`src/rtl/wkup_pkg.sv`:
```
`timescale 1ns/1ps
package wkup_pkg;
  typedef enum logic [2:0] {
    WS_LISTEN,
    WS_BURST1,
    WS_HOLD,
    WS_BURST2,
    WS_DONE,
    WS_FAULT
  } wk_state_e;
endpackage

```
`src/rtl/wkup_silence_mon.sv`:
```
`timescale 1ns/1ps
module wkup_silence_mon #(
  parameter int LINES       = 2,
  parameter int SILENCE_CYC = 2000
) (
  input  logic             clk,
  input  logic             rst_n,
  input  logic             enable,
  input  logic [LINES-1:0] line_act,
  output logic             expired
);
  localparam int CW = $clog2(SILENCE_CYC + 1);
  logic [CW-1:0] quiet_cnt;
  logic          any_act;

  assign any_act = |line_act;
  assign expired = enable && !any_act && (quiet_cnt == CW'(SILENCE_CYC - 1));

  always_ff @(posedge clk or negedge rst_n) begin
    if (!rst_n)                quiet_cnt <= '0;
    else if (!enable || any_act) quiet_cnt <= '0;
    else if (!expired)         quiet_cnt <= quiet_cnt + CW'(1);
  end

  // any active line restarts the silence count
  p_act_clears_r2: assert property (@(posedge clk) disable iff (!rst_n)
    any_act |=> (quiet_cnt == '0));
endmodule

```
`src/rtl/wkup_phase_timer.sv`:
```
`timescale 1ns/1ps
module wkup_phase_timer #(
  parameter int W = 8
) (
  input  logic         clk,
  input  logic         rst_n,
  input  logic         clr,
  output logic [W-1:0] count
);
  always_ff @(posedge clk or negedge rst_n) begin
    if (!rst_n)   count <= '0;
    else if (clr) count <= '0;
    else          count <= count + W'(1);
  end
endmodule

```
`src/rtl/bus_restart_arbiter.sv`:
```
`timescale 1ns/1ps
module bus_restart_arbiter
  import wkup_pkg::*;
#(
  parameter int LINES       = 2,
  parameter int ID_W        = 4,
  parameter int SILENCE_CYC = 2000,
  parameter int WAKE_LEN    = 16,
  parameter int SLOT_CYC    = 32
) (
  input  logic             clk,
  input  logic             rst_n,
  input  logic [LINES-1:0] line_act,
  input  logic             chk_agree,
  input  logic [ID_W-1:0]  node_id,
  output logic [LINES-1:0] tx_en,
  output logic             wake_pat,
  output logic             restart_done,
  output logic             chk_fault
);
  localparam int WIN_W  = ID_W + $clog2(SLOT_CYC + 1) + 1;
  localparam int BRST_W = $clog2(WAKE_LEN + 1);
  localparam int PH_W   = (WIN_W > BRST_W) ? WIN_W : BRST_W;

  wk_state_e        st, nxt;
  logic             sil_expired;
  logic [PH_W-1:0]  ph;
  logic [PH_W-1:0]  win_last;
  logic [PH_W-1:0]  burst_last;
  logic             sending;
  logic             bus_busy;

  assign bus_busy   = |line_act;
  assign burst_last = PH_W'(WAKE_LEN - 1);
  assign win_last   = (PH_W'(node_id) + PH_W'(1)) * PH_W'(SLOT_CYC) - PH_W'(1);

  wkup_silence_mon #(.LINES(LINES), .SILENCE_CYC(SILENCE_CYC)) u_sil (
    .clk      (clk),
    .rst_n    (rst_n),
    .enable   (st == WS_LISTEN),
    .line_act (line_act),
    .expired  (sil_expired)
  );

  wkup_phase_timer #(.W(PH_W)) u_ph (
    .clk   (clk),
    .rst_n (rst_n),
    .clr   (nxt != st),
    .count (ph)
  );

  always_comb begin
    nxt = st;
    unique case (st)
      WS_LISTEN: if (sil_expired) nxt = chk_agree ? WS_BURST1 : WS_FAULT;
      WS_BURST1: if (ph == burst_last) nxt = WS_HOLD;
      WS_HOLD: begin
        if (bus_busy)            nxt = WS_LISTEN;
        else if (ph == win_last) nxt = WS_BURST2;
      end
      WS_BURST2: if (ph == burst_last) nxt = WS_DONE;
      WS_DONE:   nxt = WS_LISTEN;
      WS_FAULT:  nxt = WS_FAULT;
      default:   nxt = WS_LISTEN;
    endcase
  end

  always_ff @(posedge clk or negedge rst_n) begin
    if (!rst_n) st <= WS_LISTEN;
    else        st <= nxt;
  end

  assign sending      = (st == WS_BURST1) || (st == WS_BURST2);
  assign wake_pat     = sending & ~ph[0];
  assign restart_done = (st == WS_DONE);
  assign chk_fault    = (st == WS_FAULT);

  for (genvar g = 0; g < LINES; g++) begin : g_line
    assign tx_en[g] = sending;
  end

  // a burst out of listening follows a quiet edge and an expired count
  p_start_after_silence_r2: assert property (@(posedge clk) disable iff (!rst_n)
    ($rose(tx_en[0]) && $past(st) == WS_LISTEN) |-> ($past(line_act) == '0 && $past(sil_expired)));
  // all lines are enabled together
  p_lines_together_r3: assert property (@(posedge clk) disable iff (!rst_n)
    (tx_en == '0) || (tx_en == '1));
  // burst opens with a 1 and alternates
  p_first_bit_r4: assert property (@(posedge clk) disable iff (!rst_n)
    $rose(tx_en[0]) |-> wake_pat);
  p_toggle_r4: assert property (@(posedge clk) disable iff (!rst_n)
    (tx_en[0] && $past(tx_en[0])) |-> (wake_pat != $past(wake_pat)));
  // fault is sticky and silent
  p_fault_silent_r5: assert property (@(posedge clk) disable iff (!rst_n)
    chk_fault |-> (tx_en == '0));
  p_fault_sticky_r5: assert property (@(posedge clk) disable iff (!rst_n)
    chk_fault |=> chk_fault);
  // activity in the quiet window forces deferral
  p_defer_r6: assert property (@(posedge clk) disable iff (!rst_n)
    (st == WS_HOLD && bus_busy) |=> (st == WS_LISTEN && tx_en == '0));
  // completion is a single-cycle pulse with the bus released
  p_done_pulse_r7: assert property (@(posedge clk) disable iff (!rst_n)
    restart_done |=> (!restart_done && tx_en == '0));
endmodule

```
`config.mk`:
```
export PLATFORM = sky130hd
export DESIGN_NAME = bus_restart_arbiter
export DESIGN_NICKNAME = d
export VERILOG_FILES = /design/src/rtl/wkup_pkg.sv /design/src/rtl/wkup_silence_mon.sv /design/src/rtl/wkup_phase_timer.sv /design/src/rtl/bus_restart_arbiter.sv
export SDC_FILE = /design/constraint.sdc
export NUM_CORES = 1
export LEC_CHECK = 0
export ABC_AREA = 1
export BUFFER_PORTS_ARGS = -buffer_cell sky130_fd_sc_hd__buf_2
export CORE_MARGIN = 10
export CORE_UTILIZATION = 55
export DETAILED_ROUTE_END_ITERATION = 12
export GPL_TIMING_DRIVEN = 0
export HOLD_SLACK_MARGIN = 0.12
export PLACE_DENSITY_LB_ADDON = 0.2
export SYNTH_ARGS = -nofsm -noshare
export SYNTH_HDL_FRONTEND = slang
export SYNTH_SLANG_ARGS = --single-unit
```
`constraint.sdc`:
```
create_clock -name clk -period 2.3 [get_ports clk]
set_input_delay 0.46 -clock clk [delete_from_list [all_inputs] [get_ports clk]]
set_output_delay 0.46 -clock clk [all_outputs]
set_load 0.03 [all_outputs]
```
; After elaboration in Yosys (flattened, before gate mapping)
; Cells that the tools add are included.
; Widths: inputs -> output; s select.
[totals]
regBits = 25
word_cells = 37
[op_classes]
add_sub_neg = 4
bitwise = 2
n_eq_ne = 10
muxes = 10
reduce_logical = 8
[op_table]
columns = operator, n
row1 = $mux 11, 3
row2 = $add 11x1->11 const B, 2
row3 = $mux 3, 6
row4 = $pmux 3 s5, 1
row5 = $eq 11x11->1, 1
row6 = $eq 11x11->1 const B, 1
row7 = $eq 11x4->1 const B, 1
row8 = $sub 10x1->11 const B, 1
row9 = $eq 3x2->1 const B, 2
row10 = $eq 3x3->1 const B, 2
row11 = $add 4x1->5 const B, 1
row12 = $eq 3x1->1 const B, 1
row13 = $logic_not 3->1, 1
row14 = $ne 3x3->1, 1
row15 = $logic_and 1x1->1, 2
row16 = $logic_not 1->1, 2
row17 = $logic_or 1x1->1, 2
row18 = $ne 2x1->1 const B, 1
row19 = $reduce_or 2->1, 1
row20 = $and 1x1->1, 1
row21 = $not 1->1, 1

; Depth between registers and ports, before layout
; Gate-level depths: netlist of the first run.
[depth]
word_depth = 8
ltp_mapped = 15

; Modules after synthesis
; A second synthesis of the first run with hierarchy kept.
[unflattened]
cells_unflattened = 264
hier_area_um2 = 1808.0
[modules_own_cells]
columns = module, cells_each, area_per_inst_um2, n_inst
row1 = wkup_silence_mon, 86, 678.2, 1
row2 = bus_restart_arbiter, 113, 594.3, 1
row3 = wkup_phase_timer, 65, 535.5, 1

; Worst setup path before layout of the first run
; No wires, ideal clock.
[synth_path]
path_type = register to register
startpoint = reg st[1]
endpoint = reg u_ph.count[3]
slack_ps = 459
synth_period_minus_slack_ps = 1841
t_arrival_ps = 1720
path_stages_with_launch = 12
setup_ps = 121
path_cell_list = dfrtp_1 -> inv_1 -> nand2_1 -> nor2_1 -> inv_1 -> nand2_1 -> inv_1 -> nand3_1 -> a21oi_4 -> nand2_2 -> buf_6 -> nor2_2
[synth_between]
elab_cells_between_ends = 15
[synth_rtl]
columns = item, line_no
row1 = start: declaration, bus_restart_arbiter.sv:25  ; wk_state_e st, nxt;
row2 = start signal: assignment, bus_restart_arbiter.sv:70  ; else st <= nxt;
row3 = $eq 3x3->1, n/a
row4 = net chk_fault, bus_restart_arbiter.sv:19  ; output logic chk_fault
row5 = $pmux 3 s5, bus_restart_arbiter.sv:54  ; unique case (st)
row6 = $ne 3x3->1, bus_restart_arbiter.sv:48  ; .clr (nxt != st),
row7 = $mux 11, wkup_phase_timer.sv:12  ; else if (clr) count <= '0;
row8 = end signal: assignment, wkup_phase_timer.sv:13  ; else count <= count + W'(1);
row9 = end: declaration, wkup_phase_timer.sv:8  ; output logic [W-1:0] count
; The timed path passes the listed nets, and every way through them passes these cells.
; A chain may end at the register's enable or synchronous reset.

; Worst setup path in the final report of the first run
[layout_path]
startpoint = reg u_ph.count[0]
endpoint = reg u_ph.count[0]
[layout_between]
elab_chain_cells = 6
elab_cells_between_ends = 10
[layout_lines]
columns = item, line_no
row1 = $eq 11x11->1, bus_restart_arbiter.sv:59  ; else if (ph == win_last) nxt = WS_BURST2;
row2 = $mux 3, bus_restart_arbiter.sv:59
row3 = $mux 3, bus_restart_arbiter.sv:58  ; if (bus_busy) nxt = WS_LISTEN;
row4 = $pmux 3 s5, bus_restart_arbiter.sv:54
row5 = $ne 3x3->1, bus_restart_arbiter.sv:48
row6 = $mux 11 *, wkup_phase_timer.sv:12
; Every way passes the cells marked *; elsewhere a longest branch is shown, timed or not.

==> results of run 1 <==
-- stage by stage --
step           instances  util [%]  area, µm²
6_report             294     61.53       1863
3_5_place_dp         290     60.66       1837
3_3_place_gp         290     60.66       1837
4_1_cts              294     61.53       1863
2_1_floorplan        233         -       1717
5_1_grt              294     61.53       1863
-- synthesized netlist by cell type (all sizes together), types with 2 or more instances --
library cell	n	area share [%]
or2	2	0.73
ha	4	2.9
buf	3	1.5
nand3	25	8.5
nor4	2	0.73
inv	39	8.5
o21ai	9	2.6
xnor2	3	1.5
xor2	5	2.6
nor3	10	3.2
nand4	6	2.2
nor2	34	9.6
a21oi	9	3.3
nand2	52	14
dfrtp	25	36
-- power groups by stage --
stage | Sequential (mW) | Combinational, mW | Clock, mW
2_1_floorplan | 0.451 | 0.0519 | 0
3_3_place_gp | 0.451 | 0.0790 | 0
3_5_place_dp | 0.451 | 0.0804 | 0
4_1_cts | 0.443 | 0.0807 | 0.201
5_1_grt | 0.443 | 0.0905 | 0.221
6_report | 0.443 | 0.0796 | 0.195
-- final cells by class --
type	count	share of cell area (%)
clock buffer	4	1.410
tap	44	2.955
sequential	25	33.58
multi-input combinational	166	49.29
buffer	3	1.410
timing repair buffer	13	3.492
inverter	39	7.858
-- routing by layer --
metal | track usage [%] | routed length, µm | vias up
li1 | - | - | 777
met1 | 17.19 | 1512 | 685
met2 | 21.51 | 1581 | 30
met3 | 2.083 | 161 | 4
met4 | 2.887 | 29 | 0
met5 | 0 | 0 | -
-- worst max path at each step --
stage / cells after the start / slack, ns / end / start
CTS: 13 / 0.30 / u_ph.count[1]$_DFF_PN0_ / u_ph.count[0]$_DFF_PN0_
detailed placement: 16 / 0.12 / u_ph.count[1]$_DFF_PN0_ / node_id[0]
global route: 13 / 0.12 / u_ph.count[7]$_DFF_PN0_ / u_ph.count[0]$_DFF_PN0_
finish: 13 / 0.33 / u_ph.count[0]$_DFF_PN0_ / u_ph.count[0]$_DFF_PN0_
global placement: 16 / 0.14 / u_ph.count[3]$_DFF_PN0_ / node_id[0]
floorplan: 11 / 0.46 / u_ph.count[3]$_DFF_PN0_ / st[1]$_DFF_PN0_
-- logic make-up after synthesis --
family,share of synthesized area [%]
adder cells (fa/ha/maj),2.916
flip-flops,36.44
buffers and inverters,10.06
AND/OR/NAND/NOR,39.29
AO/OA/AOI/OAI,7.216
XOR/XNOR,4.082
-- registers in the layout, indices dropped and copies added (netlist names) --
| name | flops |
|---|---|
| st | 3 |
| u_sil.quiet_cnt | 11 |
| u_ph.count | 11 |
==> out/results.md, run 1 <==
| Quantity | This run |
| --- | --- |
| Clock latency on the worst-skew pair | 0.32 ns |
| Die Y-Extent | 75.87 µm |
| Diode insertion count for antenna repair | 0 |
| Switching part of the total power | 25.26% |
| Layout Nets | 264 |
| Core Region | 3028 µm² |
| Type of element launching the critical path | register |
| Power Internal | 0.5360 mW |
| Number of antenna violations at the first check in global routing | 0 |
| Unrepaired setup endpoints after global routing | false |
| Power density normalized to cell area | 384.9 nW/µm² |
| Max-cap violation count | 0 |
| Required time of the critical path | 2.51 ns |
| Global-route wire length before repair | 6.023 mm |
| Psw | 0.1811 mW |
| Post-route DRC violation count | 0 |
| Mean instance size in the synthesized netlist | 7.368 µm² |
| Cell row count | 20 |
| Arrival time reported for the critical path endpoint | 2.18 ns |
| Pleak | 0.9144 nW |
| GP Congestion | 0.9084 |
| Initial Utilization | 56.69% |
| Vias per inst | 5.088 |
| TritonCTS clock tree | built |
| Yosys warnings | 0 |
| Post-synthesis to final-layout area growth | 8.528% |
| Minimum period implied by the final worst setup slack | 1.975 ns |
| Port bufs | 13 |
| Largest buffer count on any clock path | 2 |
| Cell breakdown of the critical path | ha_1, nand3_1, nor2_1, nand3_1, nor2_1, nand2_1, nor2_1, nand2_1, nand2_1, nand3_2, nand2_2, buf_6, nor2_2 |
| Routed wire per std cell | 11.17 µm |
| Library cell used as clock root buffer | sky130_fd_sc_hd__clkbuf_4 |
| Sequential fraction of the synthesis area | 36.44% |
| PnR Total Power | 0.7172 mW |
| Die boundary width | 75.87 µm |
| Kind of critical path | reg2reg |
| Worst R2R Setup Slack | 0.33 ns |
| Syn Nets | 246 |
| Combinational share of power | 11.1% |
| Largest net degree at the start of global routing | 26 |
| End of the worst register-to-register path | u_ph.count[0]$_DFF_PN0_ |
| Post-CTS Setup Repair Bufs | 0 |
| Synthesized instance count | 233 |
| FF+latch count, synth | 25 |
| Prevailing post-synth register cell | sky130_fd_sc_hd__dfrtp_1 |
| Total count of hold-check failures in the final report | 0 |
| Combined global-route utilization of all metal layers | 12.96% |
| Final worst hold slack | 0.1104 ns |
| Number of buffers inserted for hold repair after clock tree synthesis | 0 |
| Number of nets with antenna violations after routing | 0 |
| Commonest non-fill, non-tap cells in the layout | sky130_fd_sc_hd__nand2_1, sky130_fd_sc_hd__inv_1, sky130_fd_sc_hd__dfrtp_1 |
| Area of the multi-input gates | 918.4 µm² |
| Synth async-reset ratio | 100.0% |
| Synth cell types | 31 |
| Outcome | completed |
| Period utilization | 85.87% |
| CP endpoint kind | register |
| CP max-delay cell | sky130_fd_sc_hd__dfrtp_1 |
| Setup violators final | 0 |
| Worst slack, placed | 0.1236 ns |
| FMAX | 506.3 MHz |
| Maximum fanout count along the critical path | 10 |
| Clock share of power | 27.2% |
| Number of global-route vias before repair | 1420 |
| CP delay by family, top | simple AND/OR/NAND/NOR gates |
| Length of the first detailed-routing pass in iterations | 5 |
| Largest voltage drop on the vdd net | 0.3537 mV |
| Sequential Area | 625.6 µm² |
| Stage delay of the slowest cell on the critical path | 0.42 ns |
| Total count of max-transition violations in the final report | 0 |
| Number of enable flip-flop cells after synthesis | 0 |
| Post-CTS Resized | 0 |
| Iteration-0 DRC Markers | 87 |
| Worst-case headroom to the max-slew limit | 62.83% |
| Number of top-level pins | 14 |
| H-tree level count | 1 |
| Cell Area, Synth | 1717 µm² |
| Routed wire length | 3.285 mm |
| Number of clock buffers inserted by TritonCTS | 3 |
| Slack of the critical path | 0.3250 ns |
| Clock input transition at the sequential cells of the worst setup and hold paths | 0.14 ns |
| Commonest non-fill, non-tap cell in the layout | sky130_fd_sc_hd__nand2_1 |
| Share of power burned in registers | 61.7% |
| R2r startpoint | u_ph.count[0]$_DFF_PN0_ |
| Actual slew at the worst max-slew pin | 0.5575 ns |
| Sum of buffers and inverters on the critical path | 1 |
| Fillcell total | 278 |
| R2R depth | 13 |
| Via total after detailed routing | 1496 |
| Die Footprint | 5756 µm² |
| Number of clock sinks | 25 |
| GR Overflow Total | 0 |
| Final Skew | 0.01264 ns |
| Fraction of final layout cells with drive strength greater than 1 | 19.60% |
| HPWL after DPL | 2.626 mm |
| Class of the tightest hold or removal check | in2async |
| TNS Setup | 0 ns |
Note: power is estimated with default switching activity, not from simulation.
==> run 2, diff against run 1 <==
clock period = 2 ns   (was 2.3 ns; I/O delays follow)
==> out/results.md, run 2 (synthesis results as in run 1) <==
| Quantity | This run | vs previous |
| --- | --- | --- |
| Worst-case headroom to the max-slew limit | 62.03% | -0.80 points |
| Routed wire per std cell | 11.38 µm | +1.8% |
| Total count of max-transition violations in the final report | 0 | unchanged |
| Die Y-Extent | 75.87 µm | unchanged |
| Commonest non-fill, non-tap cells in the layout | sky130_fd_sc_hd__nand2_1, sky130_fd_sc_hd__inv_1, sky130_fd_sc_hd__dfrtp_1 |  |
| Commonest non-fill, non-tap cell in the layout | sky130_fd_sc_hd__nand2_1 |  |
| Pleak | 0.9215 nW | +0.78% |
| Number of clock buffers inserted by TritonCTS | 3 | unchanged |
| Diode insertion count for antenna repair | 0 | unchanged |
| Top Registers | u_ph.count x11, u_sil.quiet_cnt x11, st x3 |  |
| Number of top-level pins | 14 | unchanged |
| Arrival time reported for the critical path endpoint | 2.08 ns | -0.10 ns |
| Post-route DRC violation count | 0 | unchanged |
| Required time of the critical path | 2.22 ns | -0.29 ns |
| R2R depth | 13 | unchanged |
| Number of antenna violations at the first check in global routing | 0 | unchanged |
| Period utilization | 92.71% | +6.8 points |
| Largest buffer count on any clock path | 2 | unchanged |
| Unrepaired setup endpoints after global routing | true |  |
| Outcome | completed |  |
| Layout Nets | 266 | +0.76% |
| Die Footprint | 5756 µm² | unchanged |
| Number of nets with antenna violations after routing | 0 | unchanged |
| Initial Utilization | 56.69% | unchanged |
| Final non-filler cell area | 1919 µm² | +3.0% |
| Post-synthesis to final-layout area growth | 11.81% |  |
| Largest net degree at the start of global routing | 26 | unchanged |
| Kind of critical path | reg2reg |  |
| GP Congestion | 0.9084 | unchanged |
| Length of the first detailed-routing pass in iterations | 5 | unchanged |
| Worst R2R Setup Slack | 0.15 ns | -0.18 ns |
| Type of element launching the critical path | register |  |
| Maximum fanout count along the critical path | 10 | unchanged |
| TritonCTS clock tree | built |  |
| Via total after detailed routing | 1510 | +0.94% |
| Utilization of the core after routing | 63.39% | +1.9 points |
| PnR Total Power | 0.8355 mW | +16% |
| Setup violators final | 0 | unchanged |
| CP endpoint kind | register |  |
| Clock latency on the worst-skew pair | 0.32 ns | about the same |
| GR Overflow Total | 0 | unchanged |
| Number of clock sinks | 25 | unchanged |
| H-tree level count | 1 | unchanged |
| Combined global-route utilization of all metal layers | 12.99% | +0.027 points |
| Core Region | 3028 µm² | unchanged |
| Power density normalized to cell area | 435.3 nW/µm² | +13% |
| Minimum period implied by the final worst setup slack | 1.854 ns | -0.1207 ns |
| Largest voltage drop on the vdd net | 0.4137 mV | +17% |
| Max-cap violation count | 0 | unchanged |
| Vias per inst | 5.101 | +0.25% |
| R2r startpoint | u_ph.count[0]$_DFF_PN0_ |  |
| FMAX | 539.3 MHz | +6.5% |
| Origin of the worst setup path | u_ph.count[0]$_DFF_PN0_ |  |
| Die boundary width | 75.87 µm | unchanged |
| Actual slew at the worst max-slew pin | 0.5695 ns | +0.01200 ns |
| Number of global-route vias before repair | 1424 | +0.28% |
| Cell row count | 20 | unchanged |
| Class of the tightest hold or removal check | in2reg |  |
| End of the worst register-to-register path | u_ph.count[1]$_DFF_PN0_ |  |
| Total count of hold-check failures in the final report | 0 | unchanged |
| HPWL after DPL | 2.626 mm | unchanged |
| Library cell used as clock root buffer | sky130_fd_sc_hd__clkbuf_4 |  |
| Clock input transition at the sequential cells of the worst setup and hold paths | 0.15 ns | about the same |
| TNS Setup | 0 ns | unchanged |
| Final worst hold slack | 0.3561 ns | +0.2457 ns |
| Routed wire length | 3.367 mm | +2.5% |
| Iteration-0 DRC Markers | 92 | +5.7% |
| Fraction of final layout cells with drive strength greater than 1 | 21.83% | +2.2 points |
| Placed Instance Area | 1837 µm² | unchanged |
| Fillcell total | 272 | -2.2% |
| Timing endpoint of the critical path | u_ph.count[1]$_DFF_PN0_ |  |
| Port bufs | 13 | unchanged |
| Final Skew | 0.01238 ns | -0.0002603 ns |
| Global-route wire length before repair | 6.037 mm | +0.23% |
run 2: final cells by class:
cell class / count / area (µm²) / share of cell area (%)
plain buffers: 3 / 30.03 / 1.565
clock buffers: 4 / 26.28 / 1.369
flip-flops and latches: 25 / 625.6 / 32.59
inverters: 39 / 146.4 / 7.627
well taps: 44 / 55.05 / 2.868
multi-input cells: 166 / 953.4 / 49.67
repair buffers: 15 / 82.58 / 4.302
run 2: how the worst min path moves through the flow:
stage	startpoint	to	slack, ns	depth (start not counted)
global route	chk_agree	st[2]$_DFF_PN0_	0.36	3
floorplan	rst_n	st[0]$_DFF_PN0_	0.10	0
CTS	chk_agree	st[2]$_DFF_PN0_	0.36	3
finish	chk_agree	st[2]$_DFF_PN0_	0.36	3
global placement	rst_n	u_ph.count[3]$_DFF_PN0_	0.43	1
detailed placement	rst_n	u_ph.count[1]$_DFF_PN0_	0.42	1
run 2: through the flow:
stage,instances,setup WS [ns]
finish,296,0.1457
global route,296,-0.009015
CTS,295,0.03162
detailed placement,290,-0.1164
global placement,290,-0.1039
floorplan,233,0.1589
run 2: what timing repair did:
| item | CTS | global route |
|---|---|---|
| resized for setup | 1 | 8 |
| hold buffers | 1 | 0 |
| pin swaps | 0 | 2 |
| endpoints found under the hold margin | 25 | 0 |
| buffers inserted | 0 | 1 |
| endpoints found under the setup margin | 3 | 13 |
run 2: critical path: stages (launching register included):
cell,delay [ns]
sky130_fd_sc_hd__dfrtp_1,0.44
sky130_fd_sc_hd__ha_4,0.16
sky130_fd_sc_hd__nand3_2,0.14
sky130_fd_sc_hd__nor2_4,0.16
sky130_fd_sc_hd__nand3_1,0.11
sky130_fd_sc_hd__nor2_1,0.12
sky130_fd_sc_hd__nand2_1,0.06
sky130_fd_sc_hd__nor2_1,0.08
sky130_fd_sc_hd__nand2_1,0.07
sky130_fd_sc_hd__nand2_1,0.07
sky130_fd_sc_hd__nand3_2,0.06
sky130_fd_sc_hd__nand2_2,0.09
sky130_fd_sc_hd__buf_8,0.16
sky130_fd_sc_hd__nor2_2,0.04
run 2: where the power goes:
| part | internal (mW) | switching [mW] | total, mW |
|---|---|---|---|
| logic | 0.0330 | 0.0610 | 0.0941 |
| clock network | 0.0780 | 0.154 | 0.232 |
| registers | 0.507 | 0.00159 | 0.509 |
run 2: routing by layer:
metal / share of wire [%] / track usage (%)
met3: 3.7 / 2.083
met4: 0.92 / 2.887
met1: 48 / 17.19
met2: 48 / 21.60
met5: 0 / 0
